[src/rtl/rxq_pkg.sv]
`timescale 1ns/1ps
package rxq_pkg;
    typedef enum logic [2:0] {
        RX_IDLE,
        RX_START,
        RX_DATA,
        RX_STOP,
        RX_HOLD
    } rx_state_e;
endpackage

[src/rtl/rxq_tick.sv]
`timescale 1ns/1ps
module rxq_tick #(
    parameter int CLK_DIV = 4
) (
    input  logic clk,
    input  logic rst_n,
    output logic tick
);
    generate
        if (CLK_DIV <= 1) begin : g_every
            logic on_q;
            always_ff @(posedge clk or negedge rst_n) begin
                if (!rst_n) on_q <= 1'b0;
                else        on_q <= 1'b1;
            end
            assign tick = on_q;
        end else begin : g_count
            localparam int DW = $clog2(CLK_DIV);
            localparam logic [DW-1:0] TOP = DW'(CLK_DIV - 1);
            logic [DW-1:0] div_q;
            always_ff @(posedge clk or negedge rst_n) begin
                if (!rst_n)           div_q <= '0;
                else if (div_q == TOP) div_q <= '0;
                else                  div_q <= div_q + 1'b1;
            end
            assign tick = (div_q == TOP);
        end
    endgenerate
endmodule

[src/rtl/rxq_frame.sv]
`timescale 1ns/1ps
module rxq_frame
    import rxq_pkg::*;
#(
    parameter int OVERSAMPLE = 16,
    parameter int DATA_W     = 8
) (
    input  logic              clk,
    input  logic              rst_n,
    input  logic              tick,
    input  logic              rx_s,
    output logic              busy_o,
    output logic              push_o,
    output logic              stop_bad_o,
    output logic [DATA_W-1:0] push_data_o
);
    localparam int CW = $clog2(OVERSAMPLE);
    localparam int BW = (DATA_W > 1) ? $clog2(DATA_W) : 1;
    localparam logic [CW-1:0] LAST_T = CW'(OVERSAMPLE - 1);
    localparam logic [CW-1:0] MID_T  = CW'(OVERSAMPLE / 2 - 1);
    localparam logic [BW-1:0] LAST_B = BW'(DATA_W - 1);

    rx_state_e         st, st_n;
    logic [CW-1:0]     cnt, cnt_n;
    logic [BW-1:0]     bitn, bitn_n;
    logic [DATA_W-1:0] sh, sh_n;
    logic              push_n, bad_n;

    // state register
    always_ff @(posedge clk or negedge rst_n) begin
        if (!rst_n) begin
            st   <= RX_IDLE;
            cnt  <= '0;
            bitn <= '0;
            sh   <= '0;
        end else begin
            st   <= st_n;
            cnt  <= cnt_n;
            bitn <= bitn_n;
            sh   <= sh_n;
        end
    end

    // transitions
    always_comb begin
        st_n   = st;
        cnt_n  = cnt;
        bitn_n = bitn;
        sh_n   = sh;
        push_n = 1'b0;
        bad_n  = 1'b0;
        unique case (st)
            RX_IDLE: begin
                if (tick && !rx_s) begin
                    st_n  = RX_START;
                    cnt_n = '0;
                end
            end
            RX_START: begin
                if (tick) begin
                    if (cnt == MID_T) begin
                        cnt_n  = '0;
                        bitn_n = '0;
                        st_n   = rx_s ? RX_IDLE : RX_DATA;
                    end else begin
                        cnt_n = cnt + 1'b1;
                    end
                end
            end
            RX_DATA: begin
                if (tick) begin
                    if (cnt == LAST_T) begin
                        cnt_n = '0;
                        sh_n  = {rx_s, sh[DATA_W-1:1]};
                        if (bitn == LAST_B) st_n = RX_STOP;
                        else                bitn_n = bitn + 1'b1;
                    end else begin
                        cnt_n = cnt + 1'b1;
                    end
                end
            end
            RX_STOP: begin
                if (tick) begin
                    if (cnt == LAST_T) begin
                        cnt_n  = '0;
                        push_n = 1'b1;
                        bad_n  = !rx_s;
                        st_n   = rx_s ? RX_IDLE : RX_HOLD;
                    end else begin
                        cnt_n = cnt + 1'b1;
                    end
                end
            end
            RX_HOLD: begin
                if (rx_s) st_n = RX_IDLE;
            end
            default: st_n = RX_IDLE;
        endcase
    end

    // outputs
    always_comb begin
        busy_o      = (st == RX_START) || (st == RX_DATA) || (st == RX_STOP);
        push_o      = push_n;
        stop_bad_o  = bad_n;
        push_data_o = sh;
    end

    // storing a character ends the busy window
    a_r3_push_clears_busy: assert property (@(posedge clk) disable iff (!rst_n)
        push_o |=> !busy_o);
    // a start bit that is high again at mid-bit is rejected
    a_r2_reject_glitch: assert property (@(posedge clk) disable iff (!rst_n)
        (st == RX_START && tick && cnt == MID_T && rx_s) |=> (st == RX_IDLE));
    // after a bad stop bit no start is seen until the line is high
    a_r8_hold_no_busy: assert property (@(posedge clk) disable iff (!rst_n)
        (st == RX_HOLD && !rx_s) |=> !busy_o);
endmodule

[src/rtl/rxq_fifo2.sv]
`timescale 1ns/1ps
module rxq_fifo2 #(
    parameter int DATA_W = 8
) (
    input  logic              clk,
    input  logic              rst_n,
    input  logic              push,
    input  logic [DATA_W-1:0] wdata,
    input  logic              pop_req,
    output logic [DATA_W-1:0] rdata,
    output logic [1:0]        count,
    output logic              drop
);
    logic [DATA_W-1:0] head, tail;
    logic              pop, take;

    assign pop   = pop_req && (count != 2'd0);
    assign take  = push && ((count != 2'd2) || pop);
    assign drop  = push && !take;
    assign rdata = head;

    always_ff @(posedge clk or negedge rst_n) begin
        if (!rst_n) begin
            head  <= '0;
            tail  <= '0;
            count <= 2'd0;
        end else begin
            unique case ({pop, take})
                2'b10: begin
                    head  <= tail;
                    count <= count - 2'd1;
                end
                2'b01: begin
                    if (count == 2'd0) head <= wdata;
                    else               tail <= wdata;
                    count <= count + 2'd1;
                end
                2'b11: begin
                    if (count == 2'd1) begin
                        head <= wdata;
                    end else begin
                        head <= tail;
                        tail <= wdata;
                    end
                end
                default: ;
            endcase
        end
    end

    // a push with room and no read grows the count by one
    a_r5_push_grows: assert property (@(posedge clk) disable iff (!rst_n)
        (push && !pop_req && count != 2'd2) |=> (count == $past(count) + 2'd1));
    // a read of an empty buffer leaves it empty
    a_r6_pop_empty: assert property (@(posedge clk) disable iff (!rst_n)
        (pop_req && count == 2'd0 && !push) |=> (count == 2'd0));
    // a third character leaves both held entries untouched
    a_r7_no_overflow: assert property (@(posedge clk) disable iff (!rst_n)
        (push && !pop_req && count == 2'd2) |=> (count == 2'd2 && $stable(head) && $stable(tail)));
endmodule

[src/rtl/rxq_top.sv]
`timescale 1ns/1ps
module rxq_top #(
    parameter int DATA_W     = 8,
    parameter int OVERSAMPLE = 16,
    parameter int CLK_DIV    = 4
) (
    input  logic              clk,
    input  logic              rst_n,
    input  logic              rx_in,
    input  logic              rd_en,
    input  logic              clr_err,
    input  logic              ie_one,
    input  logic              ie_two,
    output logic [DATA_W-1:0] rd_data,
    output logic              rx_busy,
    output logic              buf_one,
    output logic              buf_two,
    output logic              ovr_flag,
    output logic              frm_flag,
    output logic              irq
);
    logic              sy1, sy2, tick;
    logic              push, bad, drop;
    logic [DATA_W-1:0] pdata;
    logic [1:0]        count;
    logic              ovr_q, frm_q;

    always_ff @(posedge clk or negedge rst_n) begin
        if (!rst_n) begin
            sy1 <= 1'b1;
            sy2 <= 1'b1;
        end else begin
            sy1 <= rx_in;
            sy2 <= sy1;
        end
    end

    rxq_tick #(.CLK_DIV(CLK_DIV)) u_tick (
        .clk(clk), .rst_n(rst_n), .tick(tick)
    );

    rxq_frame #(.OVERSAMPLE(OVERSAMPLE), .DATA_W(DATA_W)) u_frame (
        .clk(clk), .rst_n(rst_n), .tick(tick), .rx_s(sy2),
        .busy_o(rx_busy), .push_o(push), .stop_bad_o(bad), .push_data_o(pdata)
    );

    rxq_fifo2 #(.DATA_W(DATA_W)) u_fifo (
        .clk(clk), .rst_n(rst_n), .push(push), .wdata(pdata),
        .pop_req(rd_en), .rdata(rd_data), .count(count), .drop(drop)
    );

    always_ff @(posedge clk or negedge rst_n) begin
        if (!rst_n) begin
            ovr_q <= 1'b0;
            frm_q <= 1'b0;
        end else begin
            if (drop)         ovr_q <= 1'b1;
            else if (clr_err) ovr_q <= 1'b0;
            if (bad)          frm_q <= 1'b1;
            else if (clr_err) frm_q <= 1'b0;
        end
    end

    assign buf_one  = (count != 2'd0);
    assign buf_two  = (count == 2'd2);
    assign ovr_flag = ovr_q;
    assign frm_flag = frm_q;
    assign irq      = (buf_one && ie_one) || (buf_two && ie_two);

    // the framing flag stays set until cleared
    a_r8_ferr_sticky: assert property (@(posedge clk) disable iff (!rst_n)
        (frm_q && !clr_err) |=> frm_q);
    // a clear with no new error empties the overrun flag
    a_r10_clear_ovr: assert property (@(posedge clk) disable iff (!rst_n)
        (clr_err && !drop) |=> !ovr_q);
endmodule

[config.mk]
export PLATFORM = sky130hd
export DESIGN_NAME = rxq_top
export DESIGN_NICKNAME = d
export VERILOG_FILES = /design/src/rtl/rxq_pkg.sv /design/src/rtl/rxq_tick.sv /design/src/rtl/rxq_frame.sv /design/src/rtl/rxq_fifo2.sv /design/src/rtl/rxq_top.sv
export SDC_FILE = /design/constraint.sdc
export NUM_CORES = 1
export LEC_CHECK = 0
export BUFFER_PORTS_ARGS = -buffer_cell sky130_fd_sc_hd__buf_2
export CORE_MARGIN = 5
export CORE_UTILIZATION = 60
export CTS_BUF_LIST = sky130_fd_sc_hd__clkbuf_8
export CTS_CLUSTER_DIAMETER = 100
export DETAILED_ROUTE_END_ITERATION = 8
export PLACE_DENSITY = 0.81
export SKIP_CTS_REPAIR_TIMING = 1
export SLEW_MARGIN = 15
export SYNTH_ARGS = -nofsm -noshare
export SYNTH_HDL_FRONTEND = slang
export SYNTH_SLANG_ARGS = --single-unit
[constraint.sdc]
create_clock -name clk -period 5.82 [get_ports clk]
set_input_delay 0.582 -clock clk [delete_from_list [all_inputs] [get_ports clk]]
set_output_delay 0.582 -clock clk [all_outputs]
set_load 0.05 [all_outputs]
After elaboration in Yosys (flattened, before gate mapping)

Cells that the tools add are included.

Register bits after elaboration: 42
Bits of input ports: 7
Output and inout port bits: 14

Add/subtract/negate cells: 5
Equality and inequality tests: 28
Mux-type cells: 41
Reductions and logical operators: 29

Operators by type and width:

| kind                                                                     | count |
|---|---|
| 3-bit 2-to-1 mux                                                         | 15 |
| 8-bit 2-to-1 mux                                                         | 4 |
| 8-bit case mux with 3 select lines                                       | 1 |
| 4-bit 2-to-1 mux                                                         | 5 |
| 2-bit by 1-bit inequality test with 1-bit output (second input constant) | 10 |
| 8-bit case mux with 2 select lines                                       | 1 |
| 3-bit case mux with 5 select lines                                       | 1 |
| 4-bit case mux with 3 select lines                                       | 1 |
| 2-bit nonzero test                                                       | 6 |
| 2-bit inequality test (second input constant)                            | 5 |
| 1-bit 2-to-1 mux                                                         | 9 |
| 9-bit AND reduction                                                      | 1 |
| 2-bit equality test (second input constant)                              | 4 |
| 3-bit by 2-bit equality test with 1-bit output (second input constant)   | 2 |
| 3-bit equality test (second input constant)                              | 2 |
| 1-bit logical AND                                                        | 6 |
| 3-bit case mux with 2 select lines                                       | 1 |
| 3-bit AND reduction                                                      | 2 |
| 6-bit AND reduction                                                      | 1 |
| 3-bit nonzero test                                                       | 2 |
| 2-bit by 1-bit adder with 2-bit output (second input constant)           | 2 |
| 4-bit by 1-bit adder with 4-bit output (second input constant)           | 1 |
| 2-bit by 1-bit equality test with 1-bit output (second input constant)   | 2 |
| 4-bit by 3-bit equality test with 1-bit output (second input constant)   | 1 |
| other kinds (13)                                                         | 18 |

Longest topological paths before layout

Gate-level depths: netlist (run 1).

Word-level depth: 8
Depth in mapped cells: 10
Mapped depth without buffers: 8

Cells and area by module

A second synthesis (run 1) with hierarchy kept.

Cell total of the unflattened synthesis: 171
Area total of the unflattened synthesis: 2004.4 µm²

Modules (own cells, without submodules):

| module    | instances | cells each | area an instance (µm²) | seq. area each (µm²) |
|---|---|---|---|---|
| rxq_frame | 1         | 82         | 908.4                  | 450.4 |
| rxq_fifo2 | 1         | 74         | 879.6                  | 450.4 |
| rxq_top   | 1         | 11         | 150.1                  | 102.6 |
| rxq_tick  | 1         | 4          | 66.3                   | 50.0 |

Least setup slack after synthesis (run 1)

Ideal clock, no wire load.

Kind: register to register
From: register u_fifo.count[0]
To: register u_fifo.head[0] (netlist: u_fifo.rdata[0])
Library setup time: 125 ps
Arrival: 2364 ps
Required time: 5695 ps
Path slack: 3331 ps
Cell stages (with the launch flop): 11
Buffers on the path: 2
Period minus slack after synthesis: 2489 ps
Cell sequence: dfrtp_1 -> inv_1 -> ha_1 -> nand2b_1 -> clkbuf_1 -> a21oi_1 -> ha_1 -> clkbuf_1 -> a41oi_4 -> a221o_1 -> mux2_2

Longest elaborated chain between the ends: 7
Elaborated cells on any way between the ends: 15

RTL lines:

| item                                                                                                           | line            | RTL |
|---|---|---|
| start: declaration                                                                                             | rxq_fifo2.sv:11 | `output logic [1:0] count,` |
| start signal: assignment                                                                                       | rxq_fifo2.sv:31 | `count <= count - 2'd1;` |
| start signal: assignment                                                                                       | rxq_fifo2.sv:36 | `count <= count + 2'd1;` |
| 2-bit nonzero test                                                                                             | rxq_fifo2.sv:17 | `assign pop = pop_req && (count != 2'd0);` |
| 1-bit logical AND                                                                                              | rxq_fifo2.sv:17 |  |
| 1-bit logical OR                                                                                               | rxq_fifo2.sv:18 | `assign take = push && ((count != 2'd2) \|\| pop);` |
| 1-bit logical AND                                                                                              | rxq_fifo2.sv:18 |  |
| 2-bit by 1-bit equality test with 1-bit output / 2-bit equality test (equally long branches)                   | rxq_fifo2.sv:28 | `unique case ({pop, take})` |
| 2-bit by 1-bit inequality test with 1-bit output (no source line) / 3-bit nonzero test (equally long branches) | --              |  |
| 2-bit AND reduction (no source line)                                                                           | --              |  |
| end signal: assignment                                                                                         | rxq_fifo2.sv:30 | `head <= tail;` |
| end signal: assignment                                                                                         | rxq_fifo2.sv:34 | `if (count == 2'd0) head <= wdata;` |
| end signal: assignment                                                                                         | rxq_fifo2.sv:40 | `head <= wdata;` |
| end: declaration                                                                                               | rxq_fifo2.sv:14 | `logic [DATA_W-1:0] head, tail;` |

Parallel ways exist; a longest one is shown, timed or not.
A chain may end at the register's enable or synchronous reset.

Final worst setup path (run 1)

From: register u_fifo.count[0]
To: register u_fifo.tail[2]

Longest elaborated chain between the ends: 7
Elaborated cells on any way between the ends: 14

RTL lines:

| item                                                                                         | line            | RTL |
|---|---|---|
| 2-bit nonzero test                                                                           | rxq_fifo2.sv:17 |  |
| 1-bit logical AND                                                                            | rxq_fifo2.sv:17 |  |
| 1-bit logical OR                                                                             | rxq_fifo2.sv:18 |  |
| 1-bit logical AND                                                                            | rxq_fifo2.sv:18 |  |
| 2-bit equality test / 2-bit by 1-bit equality test with 1-bit output (equally long branches) | rxq_fifo2.sv:28 |  |
| 2-bit inequality test (no source line) / 2-bit nonzero test (equally long branches)          | --              |  |
| 3-bit AND reduction (no source line)                                                         | --              |  |
| end signal: assignment                                                                       | rxq_fifo2.sv:35 | `else tail <= wdata;` |
| end signal: assignment                                                                       | rxq_fifo2.sv:43 | `tail <= wdata;` |
| end: declaration                                                                             | rxq_fifo2.sv:14 |  |

Parallel ways exist; a longest one is shown, timed or not.

==> results.toml, run 1 <==
[timing]
setup_violations = 0
max_freq_mhz = 367
min_period_ns = 2.73
finalClockSkew_ns = 0.00649
timing.final.crit_share_pct = 46.9
hold_violations = 0
worstMarginPinSlew_ns = 0.908
rsz0062_at_grt = "no"
finalSetupTns_ns = 0
final_max_slew_viol_count = 0
fin_ws_ns = 3.09
maxSlewHeadroom_pct = 39.4

[power]
combPwrFrac_pct = 36.0
peakVddDrop_v = 0.000168
seq_power_share_pct = 42.3
swShare_pct = 40.6
p_int_uw = 542
power.net_switching_uw = 371
pwr-share-clk_pct = 21.8
leakagePower_nw = 1.16
powerDensity_mw_per_mm2 = 373

[synthesis]
synth_compound_area_share_pct = 13.5
avgSynthCellArea_sq_um = 11.9
syn_nets = 204
synth-seq-cells = 42
ys_seq_area_share_pct = 47.0
synthDistinctLibCells = 44
ys_async_sr_fraction_pct = 100
synth-xor-area-share_pct = 0.391
synth_ff_type = "dfrtp_1"
synth_edf_count = 0
ys_warn_count = 0
syn_area_sq_mm = 0.00224
syn_inst = 188
yosys.area_share.adder_pct = 5.03
muxShareOfSynthArea_pct = 18.0
synth_top_family_by_area = "multiplexers"
synth-simple-area-share_pct = 12.3

[status]
outcome = "complete, no violations"

[critical_path]
cp_data_required_time_ns = 6.01
cp.arrival_ns = 2.92
r2r-end = "u_fifo.tail[2]"
setup.worst_path.start = "u_fifo.count[0]"
critPathMaxFanout = 13
cp_slowest_stage_delay_ns = 0.42
reg2reg_depth = 8
critPathCapture = "u_fifo.tail[2]"
cp_slowest_cell = "dfrtp_1"
crit_top_cell = "ha_1"
crit_buf_inv = 1
cp-end-kind = "flop"
crit_chain = "inv_1 -> ha_1 -> nand2b_1 -> a21oi_1 -> ha_1 -> nor2b_1 -> mux2i_4 -> mux2_2"
r2r_slack_ns = 3.09
cp_num_cells = 8
path_class = "reg2reg"
start_kind = "flop"
critPathTopFamily = "multiplexers"
rr_startpoint = "u_fifo.count[0]"

[global_route]
grt_remaining_overflow = 0
grtUsageTotal_pct = 18.9
grt_pass1_vias = 1551
antenna_found_initial = 0
grt_pass1_wl_um = 7410
grt_max_degree = 43

[place]
dpl.hpwl_um = 3110
dp_cells = 247
pre_cts_ws_ns = 3.10
globalplace.congestion = 0.863
io_buffer_count = 20

[floorplan]
core_sq_mm = 0.00363
io_pins = 21
die_area_sq_mm = 0.00506
rows = 22
initial_core_util_pct = 61.7
die_w_um = 71.1
die_h_um = 71.1

[cts]
root_buffer = "clkbuf_8"
tritoncts = "yes"
cts.sinks = 42
cts-buffers-inserted = 5
h-tree-depth = 2
clkTransAtPathRegs_ns = 0.08
insertion_delay_ns = 0.30
cts_buffer_depth = 2

[drt]
drtAntennaViolNets = 0
drt-pass1-iter-count = 4
via_per_inst = 6.11
routedWlPerCell_um = 16.9
first_iter_violations = 149
drcViolationCount = 0
vias = 1557
wirelength_um = 4320

[finish]
areaGrowthSynthToFinish_pct = 9.16
drive_gt1_share_pct = 30.9
mostFrequentLayoutCell = "dfrtp_1"
final_cell_mix = "dfrtp_1 (40), mux2_2 (25), buf_2 (20)"
diodes = 0
nFillCells = 272
finish.utilization_pct = 67.3
nNetsFinal = 222
finalNonFillerCells = 255

[run]
maxCapViolations = 0

[worst_hold_path]
hp-class = "reg2reg"
[routing by layer]
layer	vias to the layer above	wire (um)	GRT usage, %
met1	752	1950	25.0
met3	9	303	5.82
li1	745	-	-
met4	0	70	8.35
met2	51	2000	28.6
met5	-	0	0
[sequential cells by signal, indices dropped and copies added, names as in the netlist]
name / count
frm_flag: 1
ovr_flag: 1
sy1: 1
sy2: 1
u_fifo.count: 2
u_fifo.rdata: 8
u_fifo.tail: 8
u_frame.bitn: 3
u_frame.cnt: 4
u_frame.push_data_o: 8
u_frame.st: 3
u_tick.g_count.div_q: 2
[per-stage QoR]
step                      instance area [sq um]  total power [mW]  hold WS, ns
after floorplan                            2240             0.658        0.286
after global placement                     2350             0.698        0.346
after detailed placement                   2350             0.719        0.350
after CTS                                  2450             0.916        0.361
after global routing                       2450             0.973        0.367
final                                      2450             0.913        0.363
[area by class of cell]
class	instances	area [sq um]	area share, %
Multi-Input combinational cell	128	1100	45.1
Inverter	9	33.8	1.38
Tap cell	48	60.1	2.46
Sequential cell	42	1050	43.1
Clock inverter	2	12.5	0.512
Timing Repair Buffer	20	100	4.09
Clock buffer	6	82.6	3.38
[synthesized netlist by cell type, drive strengths merged, types with 2 or more instances]
| master | instances | area share, % |
|---|---|---|
| a2111oi | 2 | 0.78 |
| a21o | 3 | 1.0 |
| a21oi | 6 | 1.3 |
| a221o | 9 | 4.0 |
| a22o | 2 | 0.78 |
| buf | 6 | 1.7 |
| clkbuf | 3 | 0.50 |
| dfrtp | 40 | 45 |
| dfstp | 2 | 2.3 |
| ha | 9 | 5.0 |
| inv | 9 | 1.5 |
| mux2 | 25 | 13 |
| mux2i | 11 | 5.5 |
| nand2 | 10 | 2.0 |
| nand2b | 3 | 0.84 |
| nand4 | 2 | 0.56 |
| nor2 | 8 | 1.7 |
| nor2b | 4 | 1.1 |
| nor3 | 2 | 0.45 |
| nor4 | 8 | 2.2 |
| o21ai | 6 | 1.3 |
[power by group through the flow]
stage,Combinational [mW],Sequential (mW),Clock [mW]
3_3_place_gp,0.313,0.385,0
3_5_place_dp,0.329,0.390,0
5_1_grt,0.362,0.395,0.215
2_1_floorplan,0.296,0.362,0
6_report,0.328,0.386,0.199
4_1_cts,0.330,0.384,0.202
[how the worst min path moves through the flow]
stage               slack (ns)  start       end  cells past startpoint
finish                    0.36    sy1       sy2                      0
global route              0.37  rx_in       sy1                      1
CTS                       0.36    sy1       sy2                      0
detailed placement        0.35    sy1       sy2                      0
global placement          0.35    sy1       sy2                      0
floorplan                 0.29  rst_n  frm_flag                      0
[logic make-up (layout without fill, tap and decap cells)]
logic type / count (synthesis) / after routing
adders and majority gates: 9 / 9
muxes: 36 / 36
AOI/OAI and AO/OA: 37 / 37
xor gates and xnor gates: 1 / 1
and+or+nand+nor: 45 / 45
DFF: 42 / 42
buffers and inverters: 18 / 37
(Power assumes the default switching activity.)
==> run 2, diff against run 1 <==
--- a/config.mk
+++ b/config.mk
@@ -5,13 +5,14 @@
 export SDC_FILE = /design/constraint.sdc
 export NUM_CORES = 1
 export LEC_CHECK = 0
+export ABC_AREA = 1
 export BUFFER_PORTS_ARGS = -buffer_cell sky130_fd_sc_hd__buf_2
 export CORE_MARGIN = 5
 export CORE_UTILIZATION = 60
 export CTS_BUF_LIST = sky130_fd_sc_hd__clkbuf_8
 export CTS_CLUSTER_DIAMETER = 100
 export DETAILED_ROUTE_END_ITERATION = 8
-export PLACE_DENSITY = 0.81
+export PLACE_DENSITY = 0.8
 export SKIP_CTS_REPAIR_TIMING = 1
 export SLEW_MARGIN = 15
 export SYNTH_ARGS = -nofsm -noshare
==> constraint.sdc (replaced) <==
create_clock -name clk -period 2.66 [get_ports clk]
set_input_delay 0.266 -clock clk [delete_from_list [all_inputs] [get_ports clk]]
set_output_delay 0.266 -clock clk [all_outputs]
set_load 0.05 [all_outputs]
==> run 2 against run 1 <==
  * Routed wire length up 8.9%
  * Clock-buffer cell count down 1
  * Global-route usage up 1.3 points
  * Largest power group is now combinational logic
  * Non-clock buffer count up 3
  * Highest routed layer unchanged
  * Design area up 3.6%
==> results.toml, run 2 <==
[status]
outcome = "complete, no violations"

[drt]
wl_met1_um = 2280
drt-pass1-iter-count = 7
dr_wl_met3_um = 286
drcViolationCount = 0
first_iter_violations = 231
wl_met2_um = 2060
vias = 1916
highest_layer = "met4"
drtAntennaViolNets = 0
wirelength_um = 4700
routedWlPerCell_um = 13.4
via_per_inst = 5.47

[synthesis]
synth_ff_type = "dfrtp_1"
avgSynthCellArea_sq_um = 8.20
ys_warn_count = 0
synth_top_area_cell = "dfrtp_1"
netlist_top_cells_area = "dfrtp_1 (44%), nand2_1 (14%), nand3_1 (6.1%)"
synthDistinctLibCells = 29
synth-seq-cells = 42
synth_edf_count = 0
synth_common_cells = "nand2_1 (86), dfrtp_1 (40), nand3_1 (28)"
syn_area_sq_mm = 0.00228
ys_seq_area_share_pct = 46.2
synth_most_common_cell = "nand2_1"
ys_async_sr_fraction_pct = 100
syn_inst = 278
syn_nets = 294
yosysTopAreaCellShare_pct = 43.9

[power]
pwr-share-clk_pct = 19.9
peakVddDrop_v = 0.000496
seq_power_share_pct = 35.0
power.net_switching_mw = 1.14
combPwrFrac_pct = 45.1
powerDensity_mw_per_mm2 = 977
leakagePower_nw = 1.24
p_int_mw = 1.33
swShare_pct = 46.3

[floorplan]
die_h_um = 71.6
die_w_um = 71.6
core_sq_mm = 0.00366
rows = 22
io_pins = 21
die_area_sq_mm = 0.00513
initial_core_util_pct = 62.3

[finish]
finalNonFillerCells = 350
nFillCells = 313
nNetsFinal = 317
final_cell_mix = "nand2_1 (86), dfrtp_1 (40), nand3_1 (28)"
mostFrequentLayoutCell = "nand2_1"
diodes = 0
areaGrowthSynthToFinish_pct = 11.1
regArea_sq_mm = 0.00105
multi_input_area_sq_mm = 0.00109
drive_gt1_share_pct = 19.2

[global_route]
grt_remaining_overflow = 0
grt_pass1_vias = 1809
antenna_found_initial = 0
grt_pass1_wl_um = 8400
grtUsageTotal_pct = 20.1
grt_max_degree = 43

[critical_path]
r2r-end = "u_fifo.rdata[2]"
cp_slowest_cell = "dfrtp_1"
rr_startpoint = "u_fifo.count[0]"
critPathTopFamily = "simple AND/OR/NAND/NOR gates"
r2r_slack_ns = 0.54
cp-end-kind = "flop"
path_class = "reg2reg"
cp_slowest_stage_delay_ns = 0.39
reg2reg_depth = 11
crit_chain = "inv_1 -> ha_1 -> inv_2 -> nand2_1 -> a21oi_1 -> ha_1 -> clkinv_1 -> nand3_1 -> nand3_1 -> nand2_1 -> nand2_1"
cp.arrival_ns = 2.31
cp_data_required_time_ns = 2.85
start_kind = "flop"
crit_top_cell = "nand2_1"
critPathMaxFanout = 9
crit_buf_inv = 3

[timing]
finalClockSkew_ns = 0.00822
setup_violations = 0
worstMarginPinSlew_ns = 0.906
hold_violations = 0
min_period_ns = 2.12
timing.final.crit_share_pct = 79.9
final_max_slew_viol_count = 0
maxSlewHeadroom_pct = 39.6
finalSetupTns_ns = 0
rsz0062_at_grt = "no"
max_freq_mhz = 471

[worst_hold_path]
hp-class = "in2reg"
hp-start = "rx_in"
whs_path_depth = 1
hold_end = "sy1"

[cts]
cts.sinks = 42
cts-buffers-inserted = 5
clkTransAtPathRegs_ns = 0.08
cts_buffer_depth = 2
h-tree-depth = 2
root_buffer = "clkbuf_8"
tritoncts = "yes"
insertion_delay_ns = 0.29

[place]
io_buffer_count = 20
dpl.hpwl_um = 3350
dp_cells = 342
globalplace.congestion = 0.880

[run]
maxCapViolations = 0
[run 2: changes by cell type in the layout (fill, tap and decap cells not counted), moves of 8 or more]
cell | before | now
a221o_1 | 9 | 0
inv_1 | 9 | 22
mux2_2 | 25 | 2
mux2i_1 | 10 | 0
nand2_1 | 9 | 86
nand3_1 | 0 | 28
nand4_1 | 2 | 10
nor4_1 | 8 | 0
o21ai_0 | 6 | 22
o21ai_2 | 0 | 8
[run 2: cells by family (layout without fill, tap and decap cells)]
logic type / after synthesis / in the layout / synth area share [%]
AO/OA/AOI/OAI: 39 / 39 / 10.1
XOR/XNOR: 3 / 3 / 1.15
adder cells (fa/ha/maj): 9 / 9 / 4.94
buffers and inverters: 33 / 57 / 5.98
flip-flops: 42 / 42 / 46.2
multiplexers: 2 / 2 / 0.988
AND/OR/NAND/NOR: 150 / 150 / 30.6
[run 2: worst register-to-register path, cell delays in order (launching register included)]
cell and delay [ns]:
dfrtp_1 0.39, inv_1 0.08, ha_1 0.22, inv_2 0.09
nand2_1 0.16, a21oi_1 0.25, ha_1 0.21, clkinv_1 0.24
nand3_1 0.16, nand3_1 0.10, nand2_1 0.08, nand2_1 0.05
[run 2: worst max-delay path by stage]
stage / from / end / cells past startpoint
after global routing: u_frame.cnt[0] / u_fifo.rdata[4] / 11
after CTS: u_fifo.count[0] / u_fifo.tail[1] / 11
after detailed placement: u_fifo.count[0] / u_fifo.tail[1] / 11
after floorplan: u_frame.cnt[0] / u_fifo.rdata[0] / 13
after global placement: u_fifo.count[0] / u_fifo.tail[4] / 11
final: u_fifo.count[0] / u_fifo.rdata[2] / 11
[run 2: layout make-up]
type                            count  area share, %
Clock inverter                      3           1.63
Clock buffer                        5           2.72
Inverter                           26           3.85
Sequential cell                    42           41.6
Timing Repair Buffer               23           4.84
Tap cell                           48           2.37
Multi-Input combinational cell    203           43.0
[run 2: routing by layer]
metal  GRT usage (%)  vias to the layer above
met2            29.0                       65
li1                -                      961
met5               0                        -
met4            6.26                        0
met3            4.21                       10
met1            30.3                      880
[run 2: stage by stage]
step	cell area, sq um	total power, mW	utilization (%)	worst slack, ns	hold slack (ns)
final	2530	2.47	69.2	0.536	0.0616
after global routing	2530	2.64	69.2	0.292	0.0598
after detailed placement	2420	1.98	66.2	0.561	0.349
after CTS	2530	2.48	69.2	0.545	0.0569
after global placement	2420	1.95	66.2	0.613	0.348
after floorplan	2280	1.73	-	0.451	-0.0296
[run 2: power by group through the flow]
stage | clock (mW) | combinational (mW) | sequential, mW
6_report | 0.492 | 1.12 | 0.866
5_1_grt | 0.528 | 1.23 | 0.887
3_3_place_gp | 0 | 1.08 | 0.870
4_1_cts | 0.503 | 1.11 | 0.863
2_1_floorplan | 0 | 0.657 | 1.07
3_5_place_dp | 0 | 1.11 | 0.874
==> run 3, diff against run 2 <==
--- a/config.mk
+++ b/config.mk
@@ -5,14 +5,14 @@
 export SDC_FILE = /design/constraint.sdc
 export NUM_CORES = 1
 export LEC_CHECK = 0
-export ABC_AREA = 1
+export ABC_AREA = 0
 export BUFFER_PORTS_ARGS = -buffer_cell sky130_fd_sc_hd__buf_2
 export CORE_MARGIN = 5
 export CORE_UTILIZATION = 60
 export CTS_BUF_LIST = sky130_fd_sc_hd__clkbuf_8
 export CTS_CLUSTER_DIAMETER = 100
 export DETAILED_ROUTE_END_ITERATION = 8
-export PLACE_DENSITY = 0.8
+export PLACE_DENSITY = 0.81
 export SKIP_CTS_REPAIR_TIMING = 1
 export SLEW_MARGIN = 15
 export SYNTH_ARGS = -nofsm -noshare
==> constraint.sdc (replaced) <==
create_clock -name clk -period 2.2 [get_ports clk]
set_input_delay 0.22 -clock clk [delete_from_list [all_inputs] [get_ports clk]]
set_output_delay 0.22 -clock clk [all_outputs]
set_load 0.05 [all_outputs]
==> run 3 against run 2 <==
  * Global-route usage down 0.43 points
  * Routed wire length decreased by 1.3%
  * Core utilization grew 1.7 points
  * Clock-buffer cell count unchanged
  * Clock power is 2% higher
  * Non-clock buffer count rose by 8
  * Design area up 1.7%
  * Critical endpoint is now u_fifo.tail[7]
  * Largest power group unchanged
==> results.toml, run 3 (same netlist as run 1, synthesis figures left out) <==
[status]
outcome = "complete, no violations"

[global_route]
top_usage_layer = "met2"
grt_remaining_overflow = 0
grt_pass1_wl_um = 7850
use_met3_pct = 4.97
grt_pass1_vias = 1606
antenna_found_initial = 0
use_met1_pct = 26.6
grtUsageTotal_pct = 19.7
grt_max_degree = 43
grtUsageMet2_pct = 30.5

[critical_path]
critPathMaxFanout = 8
cp_data_required_time_ns = 2.39
start_kind = "flop"
cp.arrival_ns = 2.35
path_class = "reg2reg"
cp-end-kind = "flop"

[place]
globalplace.congestion = 0.845
io_buffer_count = 20
dpl.hpwl_um = 3330
dp_cells = 258

[drt]
drt-pass1-iter-count = 4
via_per_inst = 6.18
vias = 1644
drcViolationCount = 0
wirelength_um = 4640
drtAntennaViolNets = 0
first_iter_violations = 187
routedWlPerCell_um = 17.4

[timing]
finalSetupTns_ns = 0
min_period_ns = 2.16
rsz0062_at_grt = "yes"
final_max_slew_viol_count = 0
worstMarginPinSlew_ns = 0.911
maxSlewHeadroom_pct = 39.3
max_freq_mhz = 462
setup_violations = 0
finalClockSkew_ns = 0.0120
timing.final.crit_share_pct = 98.3
hold_violations = 0

[floorplan]
die_w_um = 71.1
core_sq_mm = 0.00363
die_h_um = 71.1
io_pins = 21
die_area_sq_mm = 0.00506
rows = 22
initial_core_util_pct = 61.7

[finish]
finalNonFillerCells = 266
diodes = 0
nFillCells = 275
regArea_sq_mm = 0.00105
multi_input_area_sq_mm = 0.00116
areaGrowthSynthToFinish_pct = 15.0
drive_gt1_share_pct = 37.6
mostFrequentLayoutCell = "dfrtp_1"
nNetsFinal = 233
final_cell_mix = "dfrtp_1 (40), mux2_2 (24), buf_2 (20)"

[worst_hold_path]
hp-class = "in2reg"

[cts]
clkTransAtPathRegs_ns = 0.08
insertion_delay_ns = 0.30
cts.sinks = 42
cts_buffer_depth = 2
tritoncts = "yes"
h-tree-depth = 2
root_buffer = "clkbuf_8"
cts-buffers-inserted = 5

[power]
p_total_mw = 2.55
leakagePower_nw = 1.22
powerDensity_mw_per_mm2 = 990
peakVddDrop_v = 0.000447

[run]
maxCapViolations = 0
[run 3: layout make-up]
| type | instances | share of cell area [%] |
|---|---|---|
| multi-input combinational | 128 | 44.9 |
| timing repair buffer | 31 | 7.09 |
| clock buffer | 5 | 2.67 |
| sequential | 42 | 40.9 |
| inverter | 9 | 1.31 |
| clock inverter | 3 | 0.826 |
| tap | 48 | 2.33 |
[run 3: metal layers]
layer	share of wire, %	up-vias
met5	0	-
met4	1.7	0
met3	6.0	7
met2	50	46
met1	43	828
li1	-	763
[run 3: critical path, cell delays in order, from the launching register on]
cell	delay, ns
dfrtp_1	0.42
ha_2	0.21
and4_4	0.22
nand2_4	0.09
a21oi_4	0.05
ha_4	0.19
nor2b_2	0.16
mux2i_4	0.32
mux2_2	0.39
[run 3: path summary, 6_finish.rpt]
| kind | slack (ns) | end | cells past startpoint | start |
|---|---|---|---|---|
| worst min-delay path | 0.02 | sy1 | 1 | rx_in |
| min in group asynchronous | 0.04 | u_fifo.count[0] | 1 | rst_n |
| worst max-delay path | 0.04 | u_fifo.tail[7] | 8 | u_frame.cnt[1] |
| worst min register to register | 0.36 | sy2 | 0 | sy1 |
| max in group asynchronous | 1.57 | u_frame.bitn[2] | 1 | rst_n |
| worst max register to register | 0.04 | u_fifo.tail[7] | 8 | u_frame.cnt[1] |
[run 3: power by group]
group	switching (mW)	internal, mW
Sequential	0.0907	0.873
Combinational	0.681	0.405
Clock	0.277	0.223
Total	1.05	1.50
[run 3: stage by stage]
stage | area, sq um | worst slack, ns | hold WS, ns | utilization (%)
2_1_floorplan | 2270 | 0.00668 | -0.0756 | -
3_3_place_gp | 2450 | 0.0961 | 0.326 | 67.4
3_5_place_dp | 2450 | -0.0416 | 0.326 | 67.4
4_1_cts | 2540 | -0.0767 | 0.0140 | 69.8
5_1_grt | 2580 | -0.00421 | 0.00743 | 70.9
6_report | 2580 | 0.0365 | 0.0203 | 70.9
